--- config.mk ---
export PLATFORM = sky130hd
export DESIGN_NAME = nsbox_guard
export DESIGN_NICKNAME = d
export VERILOG_FILES = /design/src/rtl/nsbox_pkg.sv /design/src/rtl/nsbox_rom.sv /design/src/rtl/nsbox_sig.sv /design/src/rtl/nsbox_lane.sv /design/src/rtl/nsbox_guard.sv
export SDC_FILE = /design/constraint.sdc
export NUM_CORES = 1
export LEC_CHECK = 0
export BUFFER_PORTS_ARGS = -buffer_cell sky130_fd_sc_hd__buf_2
export CORE_MARGIN = 1
export CORE_UTILIZATION = 30
export DETAILED_ROUTE_END_ITERATION = 10
export GPL_TIMING_DRIVEN = 0
export PLACE_DENSITY_LB_ADDON = 0.1
export RECOVER_POWER = 25
export REMOVE_ABC_BUFFERS = 1
export SLEW_MARGIN = 30
export SYNTH_ARGS = -nofsm -noshare
export SYNTH_HDL_FRONTEND = slang
export SYNTH_HIERARCHICAL = 1
export SYNTH_SLANG_ARGS = --single-unit
export TNS_END_PERCENT = 50
--- constraint.sdc ---
create_clock -name clk_i -period 2 [get_ports clk_i]
set_input_delay 0.2 -clock clk_i [delete_from_list [all_inputs] [get_ports clk_i]]
set_output_delay 0.2 -clock clk_i [all_outputs]
set_load 0.02 [all_outputs]
--- src/rtl/nsbox_pkg.sv ---
package nsbox_pkg;
  typedef enum logic {
    SIG_SINGLE      = 1'b0,
    SIG_INTERLEAVED = 1'b1
  } sig_mode_e;

  localparam int NIB_W = 4;

  function automatic int sig_width(sig_mode_e m);
    return (m == SIG_INTERLEAVED) ? 2 : 1;
  endfunction
endpackage

--- src/rtl/nsbox_rom.sv ---
module nsbox_rom
  import nsbox_pkg::*;
(
  input  logic             sel_i,
  input  logic [NIB_W-1:0] idx_i,
  output logic [NIB_W-1:0] sub_o
);
  logic [NIB_W-1:0] t0, t1;

  always_comb begin
    unique case (idx_i)
      4'h0: t0 = 4'hC; 4'h1: t0 = 4'hA; 4'h2: t0 = 4'hD; 4'h3: t0 = 4'h3;
      4'h4: t0 = 4'hE; 4'h5: t0 = 4'hB; 4'h6: t0 = 4'hF; 4'h7: t0 = 4'h7;
      4'h8: t0 = 4'h8; 4'h9: t0 = 4'h9; 4'hA: t0 = 4'h1; 4'hB: t0 = 4'h5;
      4'hC: t0 = 4'h0; 4'hD: t0 = 4'h2; 4'hE: t0 = 4'h4; default: t0 = 4'h6;
    endcase
    unique case (idx_i)
      4'h0: t1 = 4'h1; 4'h1: t1 = 4'h0; 4'h2: t1 = 4'h5; 4'h3: t1 = 4'h3;
      4'h4: t1 = 4'hE; 4'h5: t1 = 4'h2; 4'h6: t1 = 4'hF; 4'h7: t1 = 4'h7;
      4'h8: t1 = 4'hD; 4'h9: t1 = 4'hA; 4'hA: t1 = 4'h9; 4'hB: t1 = 4'hB;
      4'hC: t1 = 4'hC; 4'hD: t1 = 4'h8; 4'hE: t1 = 4'h4; default: t1 = 4'h6;
    endcase
  end

  assign sub_o = sel_i ? t1 : t0;
endmodule

--- src/rtl/nsbox_sig.sv ---
module nsbox_sig
  import nsbox_pkg::*;
#(
  parameter sig_mode_e MODE  = SIG_INTERLEAVED,
  parameter int        SIG_W = sig_width(MODE)
) (
  input  logic [NIB_W-1:0] d_i,
  output logic [SIG_W-1:0] sig_o
);
  generate
    if (MODE == SIG_INTERLEAVED) begin : g_il
      // [1]: odd positions 3,1  [0]: even positions 2,0
      assign sig_o = {d_i[3] ^ d_i[1], d_i[2] ^ d_i[0]};
    end else begin : g_sp
      assign sig_o = ^d_i;
    end
  endgenerate
endmodule

--- src/rtl/nsbox_lane.sv ---
module nsbox_lane
  import nsbox_pkg::*;
#(
  parameter sig_mode_e MODE  = SIG_INTERLEAVED,
  parameter int        SIG_W = sig_width(MODE)
) (
  input  logic             clk_i,
  input  logic             rst_ni,
  input  logic             load_i,
  input  logic             sel_i,
  input  logic [NIB_W-1:0] nib_i,
  input  logic [NIB_W-1:0] dflip_i,
  input  logic [SIG_W-1:0] sflip_i,
  output logic [NIB_W-1:0] nib_o,
  output logic             err_o
);
  logic [NIB_W-1:0] sub, dat_q;
  logic [SIG_W-1:0] pred, sig_q, recomp;

  nsbox_rom u_rom (.sel_i(sel_i), .idx_i(nib_i), .sub_o(sub));

  nsbox_sig #(.MODE(MODE), .SIG_W(SIG_W)) u_pred (.d_i(sub), .sig_o(pred));

  always_ff @(posedge clk_i or negedge rst_ni) begin
    if (!rst_ni) begin
      dat_q <= '0;
      sig_q <= '0;
    end else if (load_i) begin
      dat_q <= sub;
      sig_q <= pred;
    end
  end

  assign nib_o = dat_q ^ dflip_i;

  nsbox_sig #(.MODE(MODE), .SIG_W(SIG_W)) u_chk (.d_i(nib_o), .sig_o(recomp));

  assign err_o = (recomp != (sig_q ^ sflip_i));
endmodule

--- src/rtl/nsbox_guard.sv ---
module nsbox_guard
  import nsbox_pkg::*;
#(
  parameter int        LANES = 16,
  parameter sig_mode_e MODE  = SIG_INTERLEAVED,
  parameter int        SIG_W = sig_width(MODE)
) (
  input  logic                   clk_i,
  input  logic                   rst_ni,
  input  logic                   load_i,
  input  logic                   sbox_sel_i,
  input  logic [NIB_W*LANES-1:0] state_i,
  input  logic [NIB_W*LANES-1:0] data_flip_i,
  input  logic [SIG_W*LANES-1:0] sig_flip_i,
  output logic [NIB_W*LANES-1:0] state_o,
  output logic                   err_o
);
  logic [LANES-1:0] lane_err;

  for (genvar i = 0; i < LANES; i++) begin : g_lane
    nsbox_lane #(.MODE(MODE), .SIG_W(SIG_W)) u_lane (
      .clk_i  (clk_i),
      .rst_ni (rst_ni),
      .load_i (load_i),
      .sel_i  (sbox_sel_i),
      .nib_i  (state_i[i*NIB_W +: NIB_W]),
      .dflip_i(data_flip_i[i*NIB_W +: NIB_W]),
      .sflip_i(sig_flip_i[i*SIG_W +: SIG_W]),
      .nib_o  (state_o[i*NIB_W +: NIB_W]),
      .err_o  (lane_err[i])
    );
  end

  assign err_o = |lane_err;
endmodule

==> results of run 1 <==
## what timing repair did
| action | 4_1_cts | 5_1_grt |
|---|---|---|
| setup endpoints to repair | 1 | 1 |
| hold endpoints to repair | 44 | 0 |
| pin swaps | 2 | 1 |
| hold buffers | 1 | 0 |
| resized for setup | 7 | 1 |
## per-layer routing
metal	up-vias	global-route usage [%]
met1	2870	19.4
met5	-	0
li1	3145	-
met3	12	2.62
met2	141	20.7
met4	2	3.79
## layout by cell type, fill, tap and decap left out, types with 9 or more instances in the layout
| cell | instances |
|---|---|
| buf_2 | 224 |
| xor2_1 | 126 |
| dfrtp_1 | 96 |
| mux2_4 | 61 |
| mux2_2 | 48 |
| a21oi_1 | 48 |
| nand2_1 | 47 |
| xnor3_1 | 32 |
| nor2_1 | 32 |
| inv_1 | 32 |
| o32a_1 | 16 |
| nand2b_2 | 16 |
| and3b_1 | 16 |
| o21ai_1 | 16 |
| o21ai_0 | 16 |
| o211ai_2 | 16 |
| mux2i_1 | 16 |
| nor2b_1 | 16 |
| o22ai_1 | 16 |
| nor3_1 | 16 |
| o211a_1 | 16 |
| o31a_1 | 16 |
| clkbuf_16 | 9 |
## how the worst max path moves through the flow
stage,start,to,cells past startpoint
global placement,sbox_sel_i,g_lane[15].u_lane/sig_q[0],6
detailed placement,g_lane[4].u_lane/dat_q[1],err_o,7
global route,g_lane[7].u_lane/dat_q[0],err_o,7
finish,g_lane[9].u_lane/dat_q[1],err_o,7
CTS,g_lane[9].u_lane/dat_q[1],err_o,7
floorplan,g_lane[12].u_lane/dat_q[1],err_o,6
## state kept, by name, summed over array words and instances, names as in the netlist
register / count
g_lane.u_lane/dat_q: 64
g_lane.u_lane/sig_q: 32
## layout make-up
type                            count  area (um^2)
Antenna cell                        1         2.50
Clock buffer                       10          229
Clock inverter                      6         43.8
Fill cell                        2737        17100
Inverter                           32          120
Multi-Input combinational cell    597         5500
Sequential cell                    96         2400
Tap cell                          372          465
Timing Repair Buffer              232         1230
## kinds of logic (layout without fill, tap and decap cells)
family / after synthesis / in the layout
AO/OA/AOI/OAI: 160 / 160
flip-flops: 96 / 96
other: 0 / 1
buffers and inverters: 64 / 280
XOR/XNOR: 160 / 160
multiplexers: 128 / 128
AND/OR/NAND/NOR: 149 / 149
## through the flow
stage          utilization (%)  instance area [um^2]  instances  worst slack, ns  hold slack, ns
5_1_grt                   36.9                  9990       1345           -0.532           0.315
3_5_place_dp              35.8                  9700       1328           -0.354           0.132
6_report                  36.9                  9990       1346           -0.416           0.314
4_1_cts                   37.0                 10000       1345           -0.475           0.300
2_1_floorplan                -                  7980        725           0.0903         -0.0956
3_3_place_gp              35.4                  9590       1325            -1.14           0.518
## power by group through the flow
stage                     registers [W]  clock network [W]  logic [W]
after floorplan                 0.00252                  0    0.00230
after global placement          0.00262                  0    0.00329
after detailed placement        0.00262                  0    0.00331
after CTS                       0.00258            0.00178    0.00341
after global routing            0.00263            0.00184    0.00364
final                           0.00257            0.00167    0.00333
==> results.json, run 1 <==
{
  "tightest_slew_ns": 1.27,
  "p_int_w": 0.00482,
  "root_buffer": "clkbuf_16",
  "required_ns": 1.80,
  "total_power_w": 0.00757,
  "wl_met2_um": 8480,
  "max_stage_delay_ns": 0.45,
  "ys_warn_count": 6,
  "clock_sinks": 96,
  "period_needed_ns": 2.42,
  "path_buf_inv": 1,
  "cts.clk_slew.worst_paths_ns": 0.08,
  "min-delay-start": "load_i",
  "ant_nets": 0,
  "overflow": 0,
  "hpwl_um": 14700,
  "drt_iter0_markers": 352,
  "drt_first_pass_iters": 4,
  "wl_per_cell_um": 14.4,
  "synth_xor_area_share_pct": 22.1,
  "first_global_vias": 5919,
  "tns_ns": -0.730,
  "syn_avg_cell_area_um2": 11.0,
  "slew_headroom_pct": 15.4,
  "violations": "negative setup slack",
  "synth_compound_area_share_pct": 13.9,
  "pwr-share-comb_pct": 43.9,
  "maxCapViolations": 0,
  "p_clk_share_pct": 22.1,
  "path_cells": "xor2_2 -> xor2_1 -> xnor3_1 -> nand2_2 -> nor4_4 -> nand4_1 -> buf_4",
  "wl_um": 19400,
  "hold_end": "g_lane[6].u_lane/dat_q[0]",
  "synthCells": 757,
  "peakVddDrop_mv": 0.332,
  "antenna_found_initial": 2,
  "grt_pass1_wl_um": 30800,
  "cpLargestDelayFamily": "simple AND/OR/NAND/NOR gates",
  "synth_top_area_share_pct": 28.8,
  "synth.cells.most_frequent": "128 x xor2_1, 96 x dfrtp_1, 64 x mux2_4",
  "skew_ns": 0,
  "powerDensity_nw_per_um2": 757,
  "fin_ws_ns": -0.416,
  "ys_seq_area_share_pct": 28.8,
  "ctsHtreeMaxLevel": 3,
  "synthMuxAreaShare_pct": 19.9,
  "ios": 229,
  "holdPathStages": 2,
  "finalHoldViolations": 0,
  "synth_area_leaders": "dfrtp_1 29%, xor2_1 13%, mux2_4 12%",
  "vias": 6170,
  "cts_tree": "yes",
  "clk_path_buf_depth": 2,
  "r2r_end": "g_lane[4].u_lane/dat_q[1]",
  "vias_per_cell": 4.58,
  "rows": 60,
  "nets": 1132,
  "path_class": "reg2out",
  "grt_max_degree": 74,
  "r2r-start": "g_lane[4].u_lane/dat_q[1]",
  "cp_max_fo": 2,
  "cts_setup_buffers": 0,
  "layout-area-overhead-vs-synth_pct": 19.9,
  "crit_arrival_ns": 2.22,
  "dieArea_um2": 28500,
  "chipHeight_um": 169,
  "worst_setup_path_end_kind": "output port",
  "maxSlewViolCount": 0,
  "cp-start-kind": "flip-flop",
  "place.gp.congestion": 0.771,
  "crit_slowest_cell": "nor4_4",
  "synth-main-ff-cell": "dfrtp_1",
  "p_leak_nw": 5.03,
  "insertion_delay_ns": 0.34,
  "core_um2": 27100,
  "max_clock_freq_ghz": 0.414,
  "dr.max_layer_used": "met5",
  "yosysMostFrequentCell": "xor2_1",
  "synth_top_area_cell": "dfrtp_1",
  "power_frac_seq_pct": 34.0,
  "power.share.switching_pct": 36.3,
  "ys_types": 24,
  "async_reset_ff_share_pct": 100,
  "synth-edff-count": 0,
  "met3_wirelength_um": 956,
  "synth_simple_gate_area_share_pct": 9.50,
  "outcome": "finished, violations left",
  "cts_buffers": 9,
  "grt_setup_unrepaired": "true",
  "drc": 0,
  "r2r_setup_slack_ns": 1.17,
  "hold_class": "in2reg",
  "finalCritPeriodShare_pct": 121,
  "synthAdderAreaFrac_pct": 0,
  "synthesis.area_um2": 8340,
  "ys_seq_elements": 96,
  "die_x_um": 169,
  "grtUsageTotal_pct": 13.6,
  "initial_utilization_pct": 30.8,
  "setup_viol": 10,
  "synth_top_family_by_area": "XOR/XNOR gates",
  "drive_gt1_share_pct": 40.4,
  "p_sw_w": 0.00275,
  "io_buffer_count": 228,
  "reg2regPathDepth": 1,
  "met1_length_um": 9730
}
Power figures use the tool's default switching activity.
==> run 2: changes to the inputs <==
- clock period: 2 -> 2.2 ns (I/O delays scaled with it)
==> run 2 against run 1 <==
Compared with the run above:
- the flow still finishes with violations (negative setup slack)
- clock-buffer cell count is the same
- global-route usage is the same
- total power is 9.1% lower
- largest power group unchanged
- utilization about the same
- final area about the same
- register-to-register slack improved by 0.20 ns
==> results.json, run 2 (same netlist as run 1, synthesis figures left out) <==
{
  "top_regs": "g_lane.u_lane/dat_q: 64 flops, g_lane.u_lane/sig_q: 32 flops",
  "drt_iter0_markers": 352,
  "grt_max_degree": 74,
  "final_cell_area_um2": 9990,
  "place.gp.congestion": 0.771,
  "max_clock_freq_ghz": 0.410,
  "grt_pass1_wl_um": 30800,
  "r2r_setup_slack_ns": 1.37,
  "io_buffer_count": 228,
  "ctsHtreeMaxLevel": 3,
  "grtUsageTotal_pct": 13.6,
  "holdPathStages": 2,
  "path_class": "reg2out",
  "vias": 6170,
  "crit_arrival_ns": 2.22,
  "insertion_delay_ns": 0.34,
  "multi_input_area_um2": 5500,
  "largest_register_ffs": 64,
  "required_ns": 1.98,
  "r2r_end": "g_lane[4].u_lane/dat_q[1]",
  "peakVddDrop_mv": 0.302,
  "maxCapViolations": 0,
  "slew_headroom_pct": 15.1,
  "root_buffer": "clkbuf_16",
  "final_cells": 1346,
  "period_needed_ns": 2.44,
  "ios": 229,
  "core_um2": 27100,
  "tightest_slew_ns": 1.27,
  "p_leak_nw": 5.03,
  "total_power_w": 0.00688,
  "vias_per_cell": 4.58,
  "maxSlewViolCount": 0,
  "startpoint": "g_lane[9].u_lane/dat_q[1]",
  "die_x_um": 169,
  "regArea_um2": 2400,
  "cts_tree": "yes",
  "regMostFlops": "g_lane.u_lane/dat_q",
  "powerDensity_nw_per_um2": 689,
  "final_common_cell": "buf_2",
  "ant_nets": 0,
  "fill_cells": 2738,
  "skew_ns": 0,
  "outcome": "finished, violations left",
  "cts_buffers": 9,
  "dieArea_um2": 28500,
  "r2r-start": "g_lane[4].u_lane/dat_q[1]",
  "first_global_vias": 5919,
  "finalCritPeriodShare_pct": 111,
  "reg2regPathDepth": 1,
  "layout-area-overhead-vs-synth_pct": 19.8,
  "initial_utilization_pct": 30.8,
  "hold_class": "in2reg",
  "placed_cell_area_um2": 9700,
  "setup_viol": 1,
  "utilization_pct": 36.9,
  "nets": 1132,
  "worst_setup_path_end_kind": "output port",
  "mostFrequentLayoutCells": "224 x buf_2, 126 x xor2_1, 96 x dfrtp_1",
  "cts.clk_slew.worst_paths_ns": 0.08,
  "wl_per_cell_um": 14.4,
  "drc": 0,
  "hpwl_um": 14700,
  "fin_ws_ns": -0.236,
  "grt_setup_unrepaired": "true",
  "drive_gt1_share_pct": 40.4,
  "drt_first_pass_iters": 4,
  "cp-start-kind": "flip-flop",
  "crit_end": "err_o",
  "antenna_found_initial": 2,
  "clock_sinks": 96,
  "violations": "negative setup slack",
  "cp_max_fo": 2,
  "dpl.cell_count": 1328,
  "wl_um": 19400,
  "overflow": 0,
  "clk_path_buf_depth": 2,
  "finalHoldViolations": 0,
  "chipHeight_um": 169,
  "hold_ws_ns": 0.334,
  "rows": 60
}
run 2: timing repair:
action	CTS	global route
pin swaps	2	1
endpoints found under the hold margin	44	0
setup endpoints to repair	1	1
resized for setup	7	1
hold buffers	1	0
setup buffers	0	0
run 2: how the worst min path moves through the flow:
stage / from / endpoint / slack [ns]
after global routing: load_i / g_lane[6].u_lane/dat_q[0] / 0.33
after floorplan: rst_ni / g_lane[0].u_lane/dat_q[0] / -0.08
final: load_i / g_lane[6].u_lane/dat_q[0] / 0.33
after detailed placement: rst_ni / g_lane[8].u_lane/dat_q[3] / 0.15
after global placement: g_lane[8].u_lane/dat_q[1] / g_lane[8].u_lane/dat_q[1] / 0.52
after CTS: state_i[25] / g_lane[6].u_lane/dat_q[2] / 0.32
run 2: per-stage QoR:
| stage | setup TNS, ns | setup WS [ns] |
|---|---|---|
| detailed placement | -0.174 | -0.174 |
| global route | -0.353 | -0.352 |
| floorplan | 0 | 0.270 |
| global placement | -106.26 | -0.965 |
| finish | -0.236 | -0.236 |
| CTS | -0.295 | -0.295 |
run 2: critical path, stage by stage (launching register included):
cell and delay, ns:
dfrtp_1 0.42, xor2_2 0.17, xor2_1 0.18, xnor3_1 0.22, nand2_2 0.09, nor4_4 0.45, nand4_1 0.15, buf_4 0.19
run 2: cell type report:
type | count | area share (%)
inverters | 32 | 1.20
flip-flops and latches | 96 | 24.0
well taps | 372 | 4.66
clock inverters | 6 | 0.438
repair buffers | 232 | 12.3
multi-input cells | 597 | 55.0
diodes | 1 | 0.0250
clock buffers | 10 | 2.29
run 2: power by group:
part,internal [W],switching (W)
Combinational,0.00153,0.00150
Sequential,0.00208,0.000262
Clock,0.000776,0.000743
run 2: per-layer routing:
| metal | part of all wire, % | GRT usage (%) | up-vias |
|---|---|---|---|
| li1 | - | - | 3145 |
| met1 | 50 | 19.4 | 2870 |
| met2 | 44 | 20.7 | 141 |
| met3 | 4.9 | 2.62 | 12 |
| met4 | 0.98 | 3.79 | 2 |
| met5 | 0.067 | 0 | - |
